[config.mk]
export PLATFORM = sky130hd
export DESIGN_NAME = frame_seq
export DESIGN_NICKNAME = d
export VERILOG_FILES = /design/src/rtl/frame_pkg.sv /design/src/rtl/frame_decode.sv /design/src/rtl/frame_addr.sv /design/src/rtl/frame_fsm.sv /design/src/rtl/frame_seq.sv
export SDC_FILE = /design/constraint.sdc
export NUM_CORES = 1
export LEC_CHECK = 0
export BUFFER_PORTS_ARGS = -buffer_cell sky130_fd_sc_hd__buf_2
export CAP_MARGIN = 15
export CORE_MARGIN = 2
export CORE_UTILIZATION = 40
export CTS_BUF_LIST = sky130_fd_sc_hd__clkbuf_16
export CTS_CLUSTER_DIAMETER = 120
export DETAILED_ROUTE_END_ITERATION = 12
export PLACE_DENSITY = 0.69
export SYNTH_ARGS = -nofsm -noshare
export SYNTH_HDL_FRONTEND = slang
export SYNTH_HIERARCHICAL = 1
export SYNTH_SLANG_ARGS = --single-unit
[constraint.sdc]
create_clock -name clk -period 6 [get_ports clk]
set_input_delay 0.3 -clock clk [delete_from_list [all_inputs] [get_ports clk]]
set_output_delay 0.3 -clock clk [all_outputs]
set_load 0.02 [all_outputs]
[src/rtl/frame_pkg.sv]
package frame_pkg;
    localparam logic [7:0] OPC_ENTRY = 8'h0F;
    localparam logic [7:0] OPC_EXTENDED = 8'h9F;
    localparam logic [3:0] SUB_EXIT = 4'h9;

    typedef enum logic [1:0] {
        ST_IDLE   = 2'd0,
        ST_ACCESS = 2'd1,
        ST_COMMIT = 2'd2
    } seq_state_t;

    typedef enum logic [1:0] {
        KIND_NONE  = 2'd0,
        KIND_ENTRY = 2'd1,
        KIND_EXIT  = 2'd2
    } frame_kind_t;
endpackage

[src/rtl/frame_decode.sv]
module frame_decode
    import frame_pkg::*;
(
    input  logic [7:0]  op_byte,
    input  logic [3:0]  sub_code,
    output frame_kind_t kind
);
    always_comb begin
        kind = KIND_NONE;
        if (op_byte == OPC_ENTRY) begin
            kind = KIND_ENTRY;
        end else if (op_byte == OPC_EXTENDED && sub_code == SUB_EXIT) begin
            kind = KIND_EXIT;
        end
    end
endmodule

[src/rtl/frame_addr.sv]
module frame_addr
    import frame_pkg::*;
#(
    parameter int XLEN     = 32,
    parameter int IMM_W    = 8,
    parameter int SCALE_SH = 2
) (
    input  frame_kind_t       kind,
    input  logic [XLEN-1:0]   fp_base,
    input  logic [XLEN-1:0]   sp_base,
    input  logic [IMM_W-1:0]  size_words,
    input  logic [XLEN-1:0]   load_data,
    output logic [XLEN-1:0]   acc_addr,
    output logic [XLEN-1:0]   acc_wdata,
    output logic [XLEN-1:0]   fp_next,
    output logic [XLEN-1:0]   sp_next
);
    localparam int PAD = XLEN - IMM_W - SCALE_SH;
    localparam logic [XLEN-1:0] WORD = XLEN'(XLEN / 8);

    logic [XLEN-1:0] scaled;
    logic [XLEN-1:0] save_slot;
    logic [XLEN-1:0] restored_sp;

    assign scaled      = {{PAD{1'b0}}, size_words, {SCALE_SH{1'b0}}};
    assign save_slot   = sp_base - WORD;
    assign restored_sp = fp_base + WORD;

    always_comb begin
        acc_addr  = '0;
        acc_wdata = '0;
        fp_next   = fp_base;
        sp_next   = sp_base;
        unique case (kind)
            KIND_ENTRY: begin
                acc_addr  = save_slot;
                acc_wdata = fp_base;
                fp_next   = save_slot;
                sp_next   = sp_base - scaled;
            end
            KIND_EXIT: begin
                acc_addr  = restored_sp - WORD;
                fp_next   = load_data;
                sp_next   = restored_sp;
            end
            default: begin
                acc_addr  = '0;
            end
        endcase
    end
endmodule

[src/rtl/frame_fsm.sv]
module frame_fsm
    import frame_pkg::*;
(
    input  logic       clk,
    input  logic       rst_n,
    input  logic       start_ok,
    input  logic       mem_ready,
    output seq_state_t state,
    output logic       capture,
    output logic       access,
    output logic       commit
);
    seq_state_t state_nx;

    always_ff @(posedge clk) begin
        if (!rst_n) begin
            state <= ST_IDLE;
        end else begin
            state <= state_nx;
        end
    end

    always_comb begin
        state_nx = state;
        unique case (state)
            ST_IDLE:   if (start_ok) state_nx = ST_ACCESS;
            ST_ACCESS: if (mem_ready) state_nx = ST_COMMIT;
            ST_COMMIT: state_nx = ST_IDLE;
            default:   state_nx = ST_IDLE;
        endcase
    end

    always_comb begin
        capture = 1'b0;
        access  = 1'b0;
        commit  = 1'b0;
        unique case (state)
            ST_IDLE:   capture = start_ok;
            ST_ACCESS: access  = 1'b1;
            ST_COMMIT: commit  = 1'b1;
            default:   commit  = 1'b0;
        endcase
    end

    p_commit_after_ready_r6: assert property (@(posedge clk) disable iff (!rst_n)
        commit |-> $past(access && mem_ready));
    p_single_commit_r6: assert property (@(posedge clk) disable iff (!rst_n)
        commit |=> !commit && !access);
    p_access_holds_r7: assert property (@(posedge clk) disable iff (!rst_n)
        (access && !mem_ready) |=> access);
endmodule

[src/rtl/frame_seq.sv]
module frame_seq
    import frame_pkg::*;
#(
    parameter int XLEN     = 32,
    parameter int IMM_W    = 8,
    parameter int SCALE_SH = 2
) (
    input  logic             clk,
    input  logic             rst_n,
    input  logic             issue,
    input  logic [7:0]       op_byte,
    input  logic [3:0]       sub_code,
    input  logic [IMM_W-1:0] imm8,
    input  logic [XLEN-1:0]  fp_in,
    input  logic [XLEN-1:0]  sp_in,
    output logic             fp_we,
    output logic [XLEN-1:0]  fp_wdata,
    output logic             sp_we,
    output logic [XLEN-1:0]  sp_wdata,
    output logic             mem_req,
    output logic             mem_wr,
    output logic [XLEN-1:0]  mem_addr,
    output logic [XLEN-1:0]  mem_wdata,
    input  logic [XLEN-1:0]  mem_rdata,
    input  logic             mem_ready,
    output logic             done
);
    localparam logic [XLEN-1:0] WORD = XLEN'(XLEN / 8);

    frame_kind_t      dec_kind;
    frame_kind_t      kind_q;
    seq_state_t       state;
    logic             capture;
    logic             access;
    logic             commit;
    logic [XLEN-1:0]  fp_q;
    logic [XLEN-1:0]  sp_q;
    logic [IMM_W-1:0] imm_q;
    logic [XLEN-1:0]  load_q;
    logic [XLEN-1:0]  fp_next;
    logic [XLEN-1:0]  sp_next;

    frame_decode u_decode (
        .op_byte  (op_byte),
        .sub_code (sub_code),
        .kind     (dec_kind)
    );

    frame_fsm u_fsm (
        .clk       (clk),
        .rst_n     (rst_n),
        .start_ok  (issue && (dec_kind != KIND_NONE)),
        .mem_ready (mem_ready),
        .state     (state),
        .capture   (capture),
        .access    (access),
        .commit    (commit)
    );

    always_ff @(posedge clk) begin
        if (!rst_n) begin
            kind_q <= KIND_NONE;
            fp_q   <= '0;
            sp_q   <= '0;
            imm_q  <= '0;
            load_q <= '0;
        end else begin
            if (capture) begin
                kind_q <= dec_kind;
                fp_q   <= fp_in;
                sp_q   <= sp_in;
                imm_q  <= imm8;
            end
            if (access && mem_ready) begin
                load_q <= mem_rdata;
            end
        end
    end

    frame_addr #(
        .XLEN     (XLEN),
        .IMM_W    (IMM_W),
        .SCALE_SH (SCALE_SH)
    ) u_addr (
        .kind       (kind_q),
        .fp_base    (fp_q),
        .sp_base    (sp_q),
        .size_words (imm_q),
        .load_data  (load_q),
        .acc_addr   (mem_addr),
        .acc_wdata  (mem_wdata),
        .fp_next    (fp_next),
        .sp_next    (sp_next)
    );

    assign mem_req  = access;
    assign mem_wr   = access && (kind_q == KIND_ENTRY);
    assign fp_we    = commit;
    assign sp_we    = commit;
    assign done     = commit;
    assign fp_wdata = fp_next;
    assign sp_wdata = sp_next;

    p_entry_link_r3: assert property (@(posedge clk) disable iff (!rst_n)
        (fp_we && kind_q == KIND_ENTRY) |-> fp_wdata == $past(mem_addr));
    p_exit_load_r5: assert property (@(posedge clk) disable iff (!rst_n)
        (fp_we && kind_q == KIND_EXIT) |-> fp_wdata == $past(mem_rdata));
    p_exit_sp_r4: assert property (@(posedge clk) disable iff (!rst_n)
        (sp_we && kind_q == KIND_EXIT) |-> sp_wdata == $past(mem_addr) + WORD);
    p_stall_stable_r7: assert property (@(posedge clk) disable iff (!rst_n)
        (mem_req && !mem_ready) |=> mem_req && $stable(mem_addr) && $stable(mem_wr) && !fp_we);
    p_ignored_code_r1: assert property (@(posedge clk) disable iff (!rst_n)
        (!mem_req && !done && issue && dec_kind == KIND_NONE) |=> !mem_req);
    p_reset_quiet_r11: assert property (@(posedge clk)
        !rst_n |=> !mem_req && !done);
endmodule

-- Word level (Yosys, flattened, before mapping)
Cells that the tools add are included.
- output and inout port bits: 133
- register bits after elaboration: 108
- input bits: 120
- logic and storage cells: 38
- reductions and logical operators: 7
- mux-type cells: 12
- add/sub/neg operators: 4
- eq/ne operators: 9
- operators by type and width (cell ; number):
    $pmux W32 S2 ; 3
    $sub A32 B3 Y32 const B ; 2
    $add A32 B3 Y32 const B ; 1
    $mux W32 ; 1
    $sub A32 B10 Y32 ; 1
    $eq A8 B4 Y1 const B ; 1
    $eq A8 B8 Y1 const B ; 1
    $mux W2 ; 4
    $eq A2 B1 Y1 const B ; 2
    $eq A2 B2 Y1 const B ; 2
    $eq A4 B4 Y1 const B ; 1
    $logic_and A1 B1 Y1 ; 4
    $pmux W2 S2 ; 1
    $mux W1 ; 3
    $logic_not A2 Y1 ; 1
    $ne A2 B1 Y1 const B ; 1
    $ne A2 B2 Y1 const B ; 1
    $reduce_and A2 Y1 ; 1
    $reduce_bool A2 Y1 ; 1

-- Depth between registers and ports, before layout
- word-level depth: 8
- gate-level depth with buffers: 13
- depth with buffers taken out: 13

-- Hierarchy
The synthesis kept the hierarchy.
- by module, submodules not included (module ; area each (um2) ; cells an instance ; sequential area each (um2) ; instances):
    frame_addr ; 4508.1 ; 760 ; 0.0 ; 1
    frame_seq ; 4096.4 ; 390 ; 2122.0 ; 1
    frame_fsm ; 98.8 ; 10 ; 40.0 ; 1
    frame_decode ; 48.8 ; 6 ; 0.0 ; 1

-- Worst setup path after synthesis
OpenSTA, ideal clock, no wires.
- kind: reg2out
- start: reg sp_q[2]
- end: out sp_wdata[18]
- arrival: 3.131 ns
- stages on the path, launching flop included: 14
- path slack: 2.569 ns
- data required time: 5.700 ns
- buffers on the path: 0
- cells stage by stage: dfxtp_1 > inv_1 > ha_1 > inv_1 > fa_1 > a21o_1 > a21oi_1 > o21bai_1 > a21oi_1 > o21ai_0 > a211oi_1 > and4b_1 > a21oi_1 > o21ai_0
- longest elaborated chain between the ends: 2
- ends and longest elaborated chain (item ; RTL line ; source):
    start, declared ; frame_seq.sv:37 ; logic [XLEN-1:0] sp_q;
    start signal, assigned ; frame_seq.sv:71 ; sp_q <= sp_in;
    $sub A32 B10 Y32 ; frame_addr.sv:39 ; sp_next = sp_base - scaled;
    $pmux W32 S2 ; frame_addr.sv:34 ; unique case (kind)
    end, declared ; frame_seq.sv:19 ; output logic [XLEN-1:0] sp_wdata,
Every way passes these cells.

-- Worst setup path in the final report
- start: reg fp_q[2]
- end: out mem_addr[31]
- longest elaborated chain between the ends: 3
- ends and longest elaborated chain (item ; RTL line ; source):
    start, declared ; frame_seq.sv:36 ; logic [XLEN-1:0] fp_q;
    start signal, assigned ; frame_seq.sv:70 ; fp_q <= fp_in;
    $add A32 B3 Y32 ; frame_addr.sv:27 ; assign restored_sp = fp_base + WORD;
    $sub A32 B3 Y32 ; frame_addr.sv:42 ; acc_addr = restored_sp - WORD;
    $pmux W32 S2 ; frame_addr.sv:34 ;
    end, declared ; frame_seq.sv:22 ; output logic [XLEN-1:0] mem_addr,
Every way passes these cells.

==> results.ini <==
[run_status]
status = complete, no violations

[synthesis]
avgSynthCellArea_um2 = 7.506
synth_fa_ha_area_frac = 0.01944
synthCells = 1166
synth_mux_area_frac = 0.09807
synth_seq_cells = 108
ys_types = 80
yosysWarningCount = 6
syn_area_um2 = 8752
synth_nets = 1299
synth_edf_count = 0
synth_compound_area_frac = 0.1607
synthXorXnorAreaFrac = 0.08106
seq_area_frac_synth = 0.2470
synth_flop_cell = dfxtp_1
synth-simple-area-share = 0.3114
async_reset_ff_frac = 0
synth_top_family_by_area = simple AND/OR/NAND/NOR gates

[detailed_routing]
routed_via_density = 5.581
detail_route.wl_per_cell_um = 19.16
drt_iter0_drc = 837
dr.pass1.iters = 7
drc = 0
drtAntennaViolNets = 0
routed_wl_um = 31080
dr_total_vias = 9052

[pwr]
p_sw_mw = 0.3537
p_per_area_nw_per_um2 = 138.5
finalPower_mw = 1.404
p_int_mw = 1.050
pwr-share-seq = 0.512
leakage_nw = 4.120
p_clk_frac = 0.426
p_comb_frac = 0.062
peakVddDrop_uv = 92.30
switching_share = 0.2520

[layout]
fin_cells = 1622
seq_area_um2 = 2162
drive_above_1_share = 0.2303
design_area_um2 = 10140
nNetsFinal = 1471
antenna_cells = 0
areaGrowthSynthToFinish_pct = 15.83
final_core_util = 0.4689
multi_input_area_um2 = 5892
nFillCells = 2289

[clock_tree]
post_cts_buffers = 0
cts-htree-levels = 3
cts_tree = done
clk_pin_slew_ns = 0.08
cts_hold_buf = 0
ctsResizeCount = 0
worstSkewPairLatency_ns = 0.35
ctsRootBufferMaster = clkbuf_16
numCtsBuffers = 9
cts_max_path_buffers = 2
cts_sinks = 108

[sta]
fmax_mhz = 220.0
finalClockSkew_ns = 0.008357
setup_viol = 0
tns_ns = 0
hold_ws_ns = 0.1869
fin_crit_ns = 4.546
tightest_slew_ns = 1.163
slew_headroom = 0.2246
rsz0062_at_grt = false
finalHoldViolCount = 0
setup_ws_ns = 1.454
period_share = 0.7577
maxSlewViolCount = 0

[placement]
dp.cells = 1605
dp_hpwl_um = 23230
place.gp.congestion = 0.9231
io_buffers = 252
pre_cts_ws_ns = 1.901
placed_area_um2 = 9841

[global_route]
grt_usage = 0.2552
grt_pass1_vias = 8287
overflow = 0
grt_antenna_before_repair = 0
grt_max_degree = 91
grt_pass1_wl_um = 47040

[floorplanning]
num_io_pins = 253
die_area_um2 = 23080
coreArea_um2 = 21620
rows = 54
die_w_um = 151.9
die_y_um = 151.9
start_util = 0.4048

[setup_path]
cp-end-kind = primary output
cp.required_ns = 5.70
startpoint_type = flip-flop
critPathKind = reg -> out
arrival_ns = 4.25
path_max_fanout = 11

[worst_hold_path]
hold_path.class = in -> reg

[flow_run]
cap_violations = 0

## cell usage in the layout (no fill, tap or decap), drive strengths merged, types with 13 or more instances in the layout
master | synthesis | layout
nand2 | 124 | 124
xor2 | 30 | 30
nor2b | 79 | 79
a21oi | 70 | 70
inv | 33 | 37
xnor2 | 51 | 51
o21ai | 84 | 84
dfxtp | 108 | 108
nor4 | 16 | 16
nand4 | 45 | 45
nor2 | 94 | 94
or3 | 18 | 18
nand3 | 39 | 39
a22oi | 13 | 13
nor3 | 29 | 29
and2 | 37 | 37
buf | 43 | 259
mux2i | 79 | 79
## cell families after synthesis
family	count (synthesis)
AO/OA/AOI/OAI	231
AND/OR/NAND/NOR	515
multiplexers	85
XOR/XNOR	81
adder cells (fa/ha/maj)	13
buffers and inverters	133
flip-flops	108
## final timing paths
| kind | end | startpoint | slack, ns | cells after the start |
|---|---|---|---|---|
| hold / removal | load_q[27] | mem_rdata[27] | 0.19 | 3 |
| hold reg to reg | load_q[23] | load_q[23] | 0.45 | 2 |
| setup / recovery | mem_addr[31] | fp_q[2] | 1.45 | 10 |
| setup reg to reg | load_q[21] | u_fsm/state[0] | 3.78 | 3 |
## sequential cells by signal (all words and copies together) (netlist names)
name         cells
imm_q            8
u_fsm/state      2
load_q          32
fp_q            32
sp_q            32
kind_q           2
## cell type report
cell class | instances | share of cell area
clock buffer | 9 | 0.02222
clock inverter | 6 | 0.005431
inverter | 34 | 0.01259
multi-input combinational | 925 | 0.5812
sequential | 108 | 0.2133
tap | 280 | 0.03456
timing repair buffer | 260 | 0.1307
## power groups by stage
stage | Sequential [mW] | Combinational [mW] | Clock, mW
after floorplan | 0.734 | 0.0390 | 0
after global placement | 0.735 | 0.0856 | 0
after detailed placement | 0.735 | 0.0860 | 0
after CTS | 0.718 | 0.0866 | 0.614
after global routing | 0.719 | 0.0940 | 0.637
final | 0.718 | 0.0871 | 0.598
## critical path, stage by stage, from the launching register on
cell and delay [ns]:
dfxtp_1 0.56, ha_1 0.43, nand4_1 0.31, nor3_2 0.49, nand2_1 0.13, xnor2_1 0.22, or4b_1 0.70, nor4_4 0.35
nand4_1 0.19, a211o_1 0.34, buf_2 0.16
## routing by layer
metal / global-route usage / part of all wire / up-vias
li1: - / - / 4416
met1: 0.3746 / 0.47 / 4192
met2: 0.3788 / 0.42 / 405
met3: 0.04307 / 0.077 / 39
met4: 0.08278 / 0.024 / 0
met5: 0 / 0 / -
## Yosys cell counts (4+ instances only)
cell | n | area share
or3_1 | 18 | 0.013
a211oi_1 | 4 | 0.0034
xnor2_1 | 51 | 0.051
o21ai_0 | 52 | 0.030
buf_4 | 6 | 0.0051
nand4_1 | 44 | 0.031
nor2b_1 | 79 | 0.056
buf_6 | 8 | 0.010
a21oi_1 | 70 | 0.040
nor3_1 | 27 | 0.015
clkbuf_1 | 54 | 0.023
buf_12 | 6 | 0.014
xor2_1 | 30 | 0.030
o211ai_1 | 9 | 0.0077
nor2_1 | 93 | 0.040
mux2_2 | 6 | 0.0077
o22ai_1 | 6 | 0.0043
nand3_1 | 37 | 0.021
dfxtp_1 | 108 | 0.25
nand2_1 | 123 | 0.053
mux2i_1 | 79 | 0.090
a221oi_1 | 4 | 0.0040
inv_1 | 33 | 0.014
buf_1 | 6 | 0.0026
nor4_1 | 13 | 0.0093
ha_1 | 12 | 0.017
buf_2 | 17 | 0.0097
and2_1 | 36 | 0.026
o21a_1 | 5 | 0.0043
nand2b_1 | 8 | 0.0057
o21ai_1 | 32 | 0.018
a22oi_1 | 13 | 0.011
and3_1 | 4 | 0.0029
or4_1 | 5 | 0.0043
Note: power is estimated with default switching activity, not from simulation.
